==> src/rtl/irq_pkg.sv <==
package irq_pkg;
  localparam int unsigned GRP_SIZE = 6;
  localparam int unsigned GRP_GAP  = 2;
  localparam int unsigned VEC_STEP = 8;
  localparam int unsigned VEC_OFS  = 3;

  // slot index -> interrupt number (groups of six, gaps of two)
  function automatic int unsigned slot_num(input int unsigned idx);
    return idx + GRP_GAP * (idx / GRP_SIZE);
  endfunction

  function automatic int unsigned slot_vec(input int unsigned idx);
    return VEC_STEP * slot_num(idx) + VEC_OFS;
  endfunction
endpackage

==> src/rtl/irq_flag_bank.sv <==
module irq_flag_bank #(
  parameter int NSRC = 15
) (
  input  logic            clk_i,
  input  logic            rst_ni,
  input  logic [NSRC-1:0] src_i,
  input  logic [NSRC-1:0] clr_i,
  input  logic [NSRC-1:0] auto_clr_i,
  input  logic            tick_i,
  input  logic [NSRC-1:0] en_i,
  input  logic            gie_i,
  input  logic [NSRC-1:0] take_i,
  output logic [NSRC-1:0] flag_o,
  output logic [NSRC-1:0] samp_o
);
  logic [NSRC-1:0] flag_q, samp_q, flag_d, samp_d;

  always_comb begin
    flag_d = (flag_q & ~clr_i & ~auto_clr_i) | src_i;
    samp_d = (tick_i ? (flag_q & en_i & {NSRC{gie_i}}) : samp_q) & ~take_i;
  end

  always_ff @(posedge clk_i or negedge rst_ni) begin
    if (!rst_ni) begin
      flag_q <= '0;
      samp_q <= '0;
    end else begin
      flag_q <= flag_d;
      samp_q <= samp_d;
    end
  end

  assign flag_o = flag_q;
  assign samp_o = samp_q;
endmodule

==> src/rtl/irq_arbiter.sv <==
module irq_arbiter #(
  parameter int NSRC  = 15,
  parameter int NLVL  = 4,
  parameter int PW    = $clog2(NLVL),
  parameter int IDX_W = $clog2(NSRC)
) (
  input  logic [NSRC-1:0]    samp_i,
  input  logic [NSRC*PW-1:0] prio_i,
  input  logic [NLVL-1:0]    isr_i,
  output logic               req_o,
  output logic [IDX_W-1:0]   win_o,
  output logic [PW-1:0]      lvl_o
);
  logic [NSRC-1:0] elig;

  // eligible when no in-service bit sits at or above the slot's level
  for (genvar g = 0; g < NSRC; g++) begin : g_elig
    assign elig[g] = samp_i[g] && ((isr_i >> prio_i[g*PW +: PW]) == '0);
  end

  // descending scan with >= keeps the lowest slot among equal levels
  always_comb begin
    req_o = 1'b0;
    win_o = '0;
    lvl_o = '0;
    for (int i = NSRC - 1; i >= 0; i--) begin
      if (elig[i] && (!req_o || prio_i[i*PW +: PW] >= lvl_o)) begin
        req_o = 1'b1;
        win_o = IDX_W'(i);
        lvl_o = prio_i[i*PW +: PW];
      end
    end
  end
endmodule

==> src/rtl/irq_vec_gen.sv <==
module irq_vec_gen
  import irq_pkg::*;
#(
  parameter int NSRC   = 15,
  parameter int ADDR_W = 16,
  parameter int IDX_W  = $clog2(NSRC)
) (
  input  logic              req_i,
  input  logic [IDX_W-1:0]  win_i,
  output logic [ADDR_W-1:0] vec_o
);
  logic [ADDR_W-1:0] tab [NSRC];

  for (genvar g = 0; g < NSRC; g++) begin : g_tab
    assign tab[g] = ADDR_W'(slot_vec(g));
  end

  assign vec_o = req_i ? tab[win_i] : '0;
endmodule

==> src/rtl/irq_isr_stack.sv <==
module irq_isr_stack #(
  parameter int NLVL = 4,
  parameter int PW   = $clog2(NLVL)
) (
  input  logic            clk_i,
  input  logic            rst_ni,
  input  logic            push_i,
  input  logic [PW-1:0]   push_lvl_i,
  input  logic            pop_i,
  output logic [NLVL-1:0] isr_o
);
  logic [NLVL-1:0] isr_q, popped, isr_d;
  logic            found;

  always_comb begin
    popped = isr_q;
    found  = 1'b0;
    if (pop_i) begin
      for (int l = NLVL - 1; l >= 0; l--) begin
        if (!found && isr_q[l]) begin
          popped[l] = 1'b0;
          found     = 1'b1;
        end
      end
    end
    isr_d = popped | (push_i ? (NLVL'(1) << push_lvl_i) : '0);
  end

  always_ff @(posedge clk_i or negedge rst_ni) begin
    if (!rst_ni) isr_q <= '0;
    else         isr_q <= isr_d;
  end

  assign isr_o = isr_q;
endmodule

==> src/rtl/irq_nest_ctrl.sv <==
module irq_nest_ctrl #(
  parameter int              NSRC      = 15,
  parameter int              NLVL      = 4,
  parameter int              ADDR_W    = 16,
  parameter logic [NSRC-1:0] AUTO_MASK = NSRC'(4'hF)
) (
  input  logic                          clk_i,
  input  logic                          rst_ni,
  input  logic                          mc_tick_i,
  input  logic [NSRC-1:0]               src_i,
  input  logic [NSRC-1:0]               flag_clr_i,
  input  logic [NSRC-1:0]               en_i,
  input  logic                          gie_i,
  input  logic [NSRC*$clog2(NLVL)-1:0]  prio_i,
  input  logic                          ack_i,
  input  logic                          reti_i,
  output logic                          req_o,
  output logic [ADDR_W-1:0]             vec_o,
  output logic [$clog2(NLVL)-1:0]       lvl_o,
  output logic [NLVL-1:0]               isr_o,
  output logic [NSRC-1:0]               flag_o
);
  localparam int PW    = $clog2(NLVL);
  localparam int IDX_W = $clog2(NSRC);

  logic [NSRC-1:0]  samp, take;
  logic [IDX_W-1:0] win;
  logic [PW-1:0]    lvl;
  logic             req, acc;

  assign acc  = ack_i && req;
  assign take = acc ? (NSRC'(1) << win) : '0;

  irq_flag_bank #(.NSRC(NSRC)) u_flags (
    .clk_i, .rst_ni,
    .src_i,
    .clr_i      (flag_clr_i),
    .auto_clr_i (take & AUTO_MASK),
    .tick_i     (mc_tick_i),
    .en_i, .gie_i,
    .take_i     (take),
    .flag_o,
    .samp_o     (samp)
  );

  irq_arbiter #(.NSRC(NSRC), .NLVL(NLVL), .PW(PW), .IDX_W(IDX_W)) u_arb (
    .samp_i (samp),
    .prio_i,
    .isr_i  (isr_o),
    .req_o  (req),
    .win_o  (win),
    .lvl_o  (lvl)
  );

  irq_vec_gen #(.NSRC(NSRC), .ADDR_W(ADDR_W), .IDX_W(IDX_W)) u_vec (
    .req_i (req),
    .win_i (win),
    .vec_o
  );

  irq_isr_stack #(.NLVL(NLVL), .PW(PW)) u_isr (
    .clk_i, .rst_ni,
    .push_i     (acc),
    .push_lvl_i (lvl),
    .pop_i      (reti_i),
    .isr_o
  );

  assign req_o = req;
  assign lvl_o = lvl;
endmodule

==> config.mk <==
export PLATFORM = sky130hd
export DESIGN_NAME = irq_nest_ctrl
export DESIGN_NICKNAME = d
export VERILOG_FILES = /design/src/rtl/irq_pkg.sv /design/src/rtl/irq_flag_bank.sv /design/src/rtl/irq_arbiter.sv /design/src/rtl/irq_vec_gen.sv /design/src/rtl/irq_isr_stack.sv /design/src/rtl/irq_nest_ctrl.sv
export SDC_FILE = /design/constraint.sdc
export NUM_CORES = 1
export LEC_CHECK = 0
export ABC_AREA = 1
export BUFFER_PORTS_ARGS = -buffer_cell sky130_fd_sc_hd__buf_2
export CORE_AREA = 2 2 88 90
export DETAILED_ROUTE_END_ITERATION = 7
export DIE_AREA = 0 0 90 92
export HOLD_SLACK_MARGIN = 0.03
export PLACE_DENSITY = 0.84
export SKIP_CTS_REPAIR_TIMING = 1
export SYNTH_ARGS = -nofsm -noshare
export SYNTH_HDL_FRONTEND = slang
export SYNTH_SLANG_ARGS = --single-unit
==> constraint.sdc <==
create_clock -name clk_i -period 26.4 [get_ports clk_i]
set_clock_uncertainty 0.05 [all_clocks]
set_input_delay 5.28 -clock clk_i [delete_from_list [all_inputs] [get_ports clk_i]]
set_output_delay 5.28 -clock clk_i [all_outputs]
set_load 0.01 [all_outputs]
Word-level counts from Yosys, hierarchy flattened
Memory sizes are Yosys's and may differ from the RTL's.
Index checks and enable logic that the tools add are counted.
{ "classes": {"bitwise": 11, "n_shift": 17, "magnitude_cmp": 15, "mux": 61, "n_reduce_logical": 79} }
{ "op_table": {"columns": ["op", "n"], "rows": [
  ["AND 15 bit", 5],
  ["two-way mux 4 bit", 17],
  ["zero test 4 bit", 15],
  [">> shifter 4 x 2 -> 4 bit", 15],
  ["two-way mux 16 bit", 3],
  ["logical AND 1 bit", 33],
  ["two-way mux 15 bit", 2],
  ["two-way mux 2 bit", 15],
  ["inverter 15 bit", 2],
  ["greater-or-equal comparator 2 bit", 14],
  ["two-way mux 1 bit", 24],
  ["zero test 1 bit", 17],
  ["inverter 4 -> 15 bit", 1],
  ["OR 15 bit", 1],
  ["<< shifter 1 x 4 -> 15 bit (first input constant)", 1],
  ["logical OR 1 bit", 14],
  ["greater-or-equal comparator 5 bit (second input constant)", 1],
  ["inverter 4 -> 5 bit", 1],
  ["OR 4 bit", 1],
  ["<< shifter 1 x 2 -> 4 bit (first input constant)", 1]
]} }
{ "totals": {"mem_bits_ro": 256, "output_inout_bits": 38, "register_bits": 34, "mem_count": 1, "input_bits": 81, "wordCells": 187} }
{ "mem_list": {"columns": ["name", "depth", "word_bits", "read_ports", "rd_clocked_by_memory_dff", "write_ports", "line_no", "text"], "rows": [
  ["(no name shown)", 16, 16, 1, 0, 0, "irq_vec_gen.sv:18", "assign vec_o = req_i ? tab[win_i] : '0;"]
]} }

Logic depth before layout (Yosys ltp)
{ "depth": {"depth_word": 65, "mapped_depth": 131} }

Modules after synthesis
A second synthesis with hierarchy kept.
{ "unflattened": {"hier_cells": 605, "hier_area_um2": 3697.3} }
{ "modules_own_cells": {"columns": ["mod", "seq_area_each_um2", "n_inst", "area_each_um2", "cells_each"], "rows": [
  ["irq_arbiter", 0.0, 1, 1823.0, 342],
  ["irq_flag_bank", 750.7, 1, 1348.8, 169],
  ["irq_vec_gen", 0.0, 1, 211.5, 38],
  ["irq_isr_stack", 100.1, 1, 180.2, 23],
  ["irq_nest_ctrl", 0.0, 1, 133.9, 33]
]} }

Worst setup path before layout
Ideal clock, no wire load.
{ "synth_path": {"kind": "input -> output", "start": "input prio_i[28]", "end": "output vec_o[4]", "arrival_ns": 18.275, "t_required_ns": 21.070, "path_slack_ns": 2.795, "cell_stages": 120, "cell_sequence": "inv_1 > nand2_1 > nand2_1 > nand2_1 > nand2_2 > inv_1 > nand2_1 > ha_1 > nand2_1 > inv_1 > nor2_1 > nand3_1 > nand2_1 > nand2_1 > o21ai_0 > ha_1 > inv_1 > nand2_1 > [84 not listed] > inv_1 > nand2_1 > nand2_1 > ha_1 > o21ai_0 > nand3b_1 > nand2_1 > nand2_1 > inv_1 > o21ai_0 > nor2_1 > nand2_4 > inv_4 > nand2_2 > inv_2 > o21ai_1 > o21ai_1 > inv_1"} }
{ "synth_between": {"elab_chain_cells": 65} }
{ "synth_rtl": {"columns": ["element", "line_no", "text"], "rows": [
  ["from (decl)", "irq_nest_ctrl.sv:14", "input logic [NSRC*$clog2(NLVL)-1:0] prio_i,"],
  [">> shifter 4 x 2 -> 4 bit", "irq_arbiter.sv:18", "assign elig[g] = samp_i[g] && ((isr_i >> prio_i[g*PW +: PW]) == '0);"],
  ["zero test 4 bit", "irq_arbiter.sv:18", null],
  ["logical AND 1 bit", "irq_arbiter.sv:18", null],
  ["two-way mux 2 bit / two-way mux 1 bit (equally long branches)", "irq_arbiter.sv:27", "if (elig[i] && (!req_o || prio_i[i*PW +: PW] >= lvl_o)) begin"],
  ["greater-or-equal comparator 2 bit / zero test 1 bit (equally long branches)", "irq_arbiter.sv:27", null],
  ["logical OR 1 bit", "irq_arbiter.sv:27", null],
  ["logical AND 1 bit", "irq_arbiter.sv:27", null],
  ["two-way mux 2 bit / two-way mux 1 bit (equally long branches)", "irq_arbiter.sv:27", null],
  ["[48 not listed]", null, null],
  ["greater-or-equal comparator 2 bit / zero test 1 bit (equally long branches)", "irq_arbiter.sv:27", null],
  ["logical OR 1 bit", "irq_arbiter.sv:27", null],
  ["logical AND 1 bit", "irq_arbiter.sv:27", null],
  ["two-way mux 4 bit", "irq_arbiter.sv:27", null],
  ["inverter 4 -> 5 bit (implied by the code)", "irq_vec_gen.sv:18", null],
  ["memory read (16 x 16 bit)", null, null],
  ["two-way mux 16 bit (implied by the code) (2 in a row)", "irq_vec_gen.sv:18", null],
  ["two-way mux 16 bit (*)", "irq_vec_gen.sv:18", null],
  ["to (decl)", "irq_nest_ctrl.sv:18", "output logic [ADDR_W-1:0] vec_o,"]
]} }
Every way passes the cells marked *; elsewhere a longest branch is shown, timed or not. The select of a mux whose other input is x is not followed.

Worst setup path in the final report
Same ends and word-level chain as after synthesis.

==> results.yml <==
power_and_ir_drop:
  p_total_mw: 0.364
  power_density_nw_per_um2: 83.3
  ir_drop_mv: 0.0531
  p_leak_nw: 2.59
synthesis:
  synth.avg_cell_area_sq_um: 6.60
  yosysTopAreaCellShare: 0.238
  yosys_warnings: 0
  yosys-top-cells-area: "dfrtp_1, nand2_1, inv_1"
  synthArstFlopShare: 1.00
  yosysMostFrequentCell: "nand2_1"
  synth.distinct_cells: 36
  syn_area_sq_um: 3570
  synth_top_flop_cell: "dfrtp_1"
  yosys.area.top_type: "dfrtp_1"
  ys_seq_area_frac: 0.238
  synth_enable_flop_cells: 0
  ys_ff_latch: 34
  ys_top_cells_by_count: "nand2_1, inv_1, nand3_1, o21ai_0, dfrtp_1"
  syn_inst: 541
worst_setup_path:
  arrival_ns: 19.59
  crit_slowest_cell: "or2_2"
  max_stage_delay_ns: 0.30
  criticalPathCategory: "primary input to output pin"
  worstPathMaxFanout: 7
  worst_path_most_repeated_cell: "nand2_1"
  critPathLaunchType: "primary input"
  setup.worst_path.end_class: "output pin"
  required_ns: 21.07
cells_and_area:
  syn2layout_area_growth_pct: 22.3
  fin_area_sq_um: 4370
  fin_cells: 760
  drive_above_1_share: 0.309
  diodes: 0
  nets: 759
global_route:
  grt.total_usage: 0.239
  grt_max_degree: 35
  overflow: 0
  grt_pass1_wl_um: 16300
  antenna_found_initial: 0
  grt_pass1_vias: 3690
timing:
  setup_tns_ns: 0
  fmaxAchievable_mhz: 40.1
  timing.final.crit_period_ns: 24.92
  fin_crit_sh: 0.944
  setup_viol: 0
  tightest_slew_ns: 0.731
  hold_viol_final: 0
  drv_slew: 0
  slew_headroom: 0.512
  fin_ws_ns: 1.48
outcome:
  status: "complete, no violations"
place:
  placed_area_sq_um: 4170
  hpwlAfterDp_um: 8110
  dp.cells: 743
  io_buffer_count: 109
  place_congestion: 0.928
  pre_cts_slack_ns: 0.650
routing:
  drtPass1Iterations: 4
  drt_iter0_drc: 130
  drtAntennaViolNets: 0
  drc: 0
  routed_wirelength_um: 10000
  num_vias: 3956
  vias_per_cell: 5.21
  wire_per_inst_um: 13.2
clocking:
  clock-sinks: 34
  cts_buffers: 5
  root_buffer: "clkbuf_8"
  cts_tree: "yes"
  insertion_delay_ns: 0.29
  path_clk_slew_ns: 0.07
  htree_levels: 2
  clockBufferDepth: 2
floorplanning:
  initial_core_util: 0.480
  core-area_sq_um: 7450
  dieArea_sq_um: 8280
  num_rows: 32
  io_pins: 119
  dieHeight_um: 92
  die_w_um: 90
worst_hold_path:
  holdCritPathClass: "flop to flop"
job:
  cap_viol_max_count: 0
## path summary, 6_finish.rpt
kind                                             start                           end  slack (ns)  depth (start not counted)
max                                         prio_i[28]                      vec_o[4]        1.48                        125
min                        u_flags.samp_o[1]$_DFF_PN0_   u_flags.samp_o[1]$_DFF_PN0_        0.49                          2
max reg2reg                   u_isr.isr_o[2]$_DFF_PN0_   u_flags.samp_o[8]$_DFF_PN0_       11.05                        122
min reg2reg                u_flags.samp_o[1]$_DFF_PN0_   u_flags.samp_o[1]$_DFF_PN0_        0.49                          2
max in group asynchronous                       rst_ni  u_flags.flag_o[11]$_DFF_PN0_       20.83                          1
min in group asynchronous                       rst_ni   u_flags.samp_o[2]$_DFF_PN0_        4.99                          1
## routing by layer
metal | global-route usage | share of wire | vias up
met1 | 0.283 | 0.43 | 1829
met2 | 0.436 | 0.49 | 139
met4 | 0.0872 | 0.024 | 0
met3 | 0.0378 | 0.054 | 22
li1 | - | - | 1966
met5 | 0 | 0 | -
## worst max-delay path, delay by kind of cell
| family | cells | cell delay, ns |
|---|---|---|
| and+or+nand+nor | 64 | 6.35 |
| adders and majority gates | 14 | 3.79 |
| AOI/OAI and AO/OA | 26 | 2.71 |
| buffers and inverters | 21 | 1.49 |
## cells by family after synthesis
| logic type | count (synthesis) | share of synthesized area |
|---|---|---|
| other | 1 | 0.00105 |
| adder cells (fa/ha/maj) | 21 | 0.0736 |
| buffers and inverters | 120 | 0.138 |
| AND/OR/NAND/NOR | 261 | 0.370 |
| flip-flops | 34 | 0.238 |
| AO/OA/AOI/OAI | 104 | 0.179 |
## area by class of cell
cell class                 instances  area [sq um]
fill                             721          3080
tap                              102           128
clock buffer                       7          86.3
multi-input combinational        395          2300
inverter                         103           389
timing repair buffer             118           613
clock inverter                     1          5.00
sequential                        34           851
## cell usage in the layout (no fill, tap or decap), drive strengths merged
cell and instances:
inv 102, nand3 67, nand2 149, a211oi 1
or2 8, a21oi 20, a21boi 1, nor2 30
clkinv 2, clkbuf 7, a32oi 9, o21bai 12
a32o 4, o21ai 55, buf 118, a31oi 2
ha 21, dfrtp 34, nor3 1, and2 1
conb 9, nand3b 5
## metrics by stage
step	util	hold slack (ns)
after global routing	0.587	0.511
after global placement	0.560	0.461
after detailed placement	0.560	0.480
after CTS	0.572	0.491
final	0.587	0.490
after floorplan	-	0.441
## state kept, by name, summed over array words and instances, names as in the netlist
| name | count |
|---|---|
| u_flags.flag_o | 15 |
| u_isr.isr_o | 4 |
| u_flags.samp_o | 15 |
## power by group
| group | internal [mW] | switching, mW | total, mW |
|---|---|---|---|
| combinational | 0.0909 | 0.167 | 0.258 |
| clock | 0.0210 | 0.0189 | 0.0399 |
| sequential | 0.0590 | 0.00740 | 0.0664 |
| total | 0.171 | 0.193 | 0.364 |
Power figures use the tool's default switching activity.
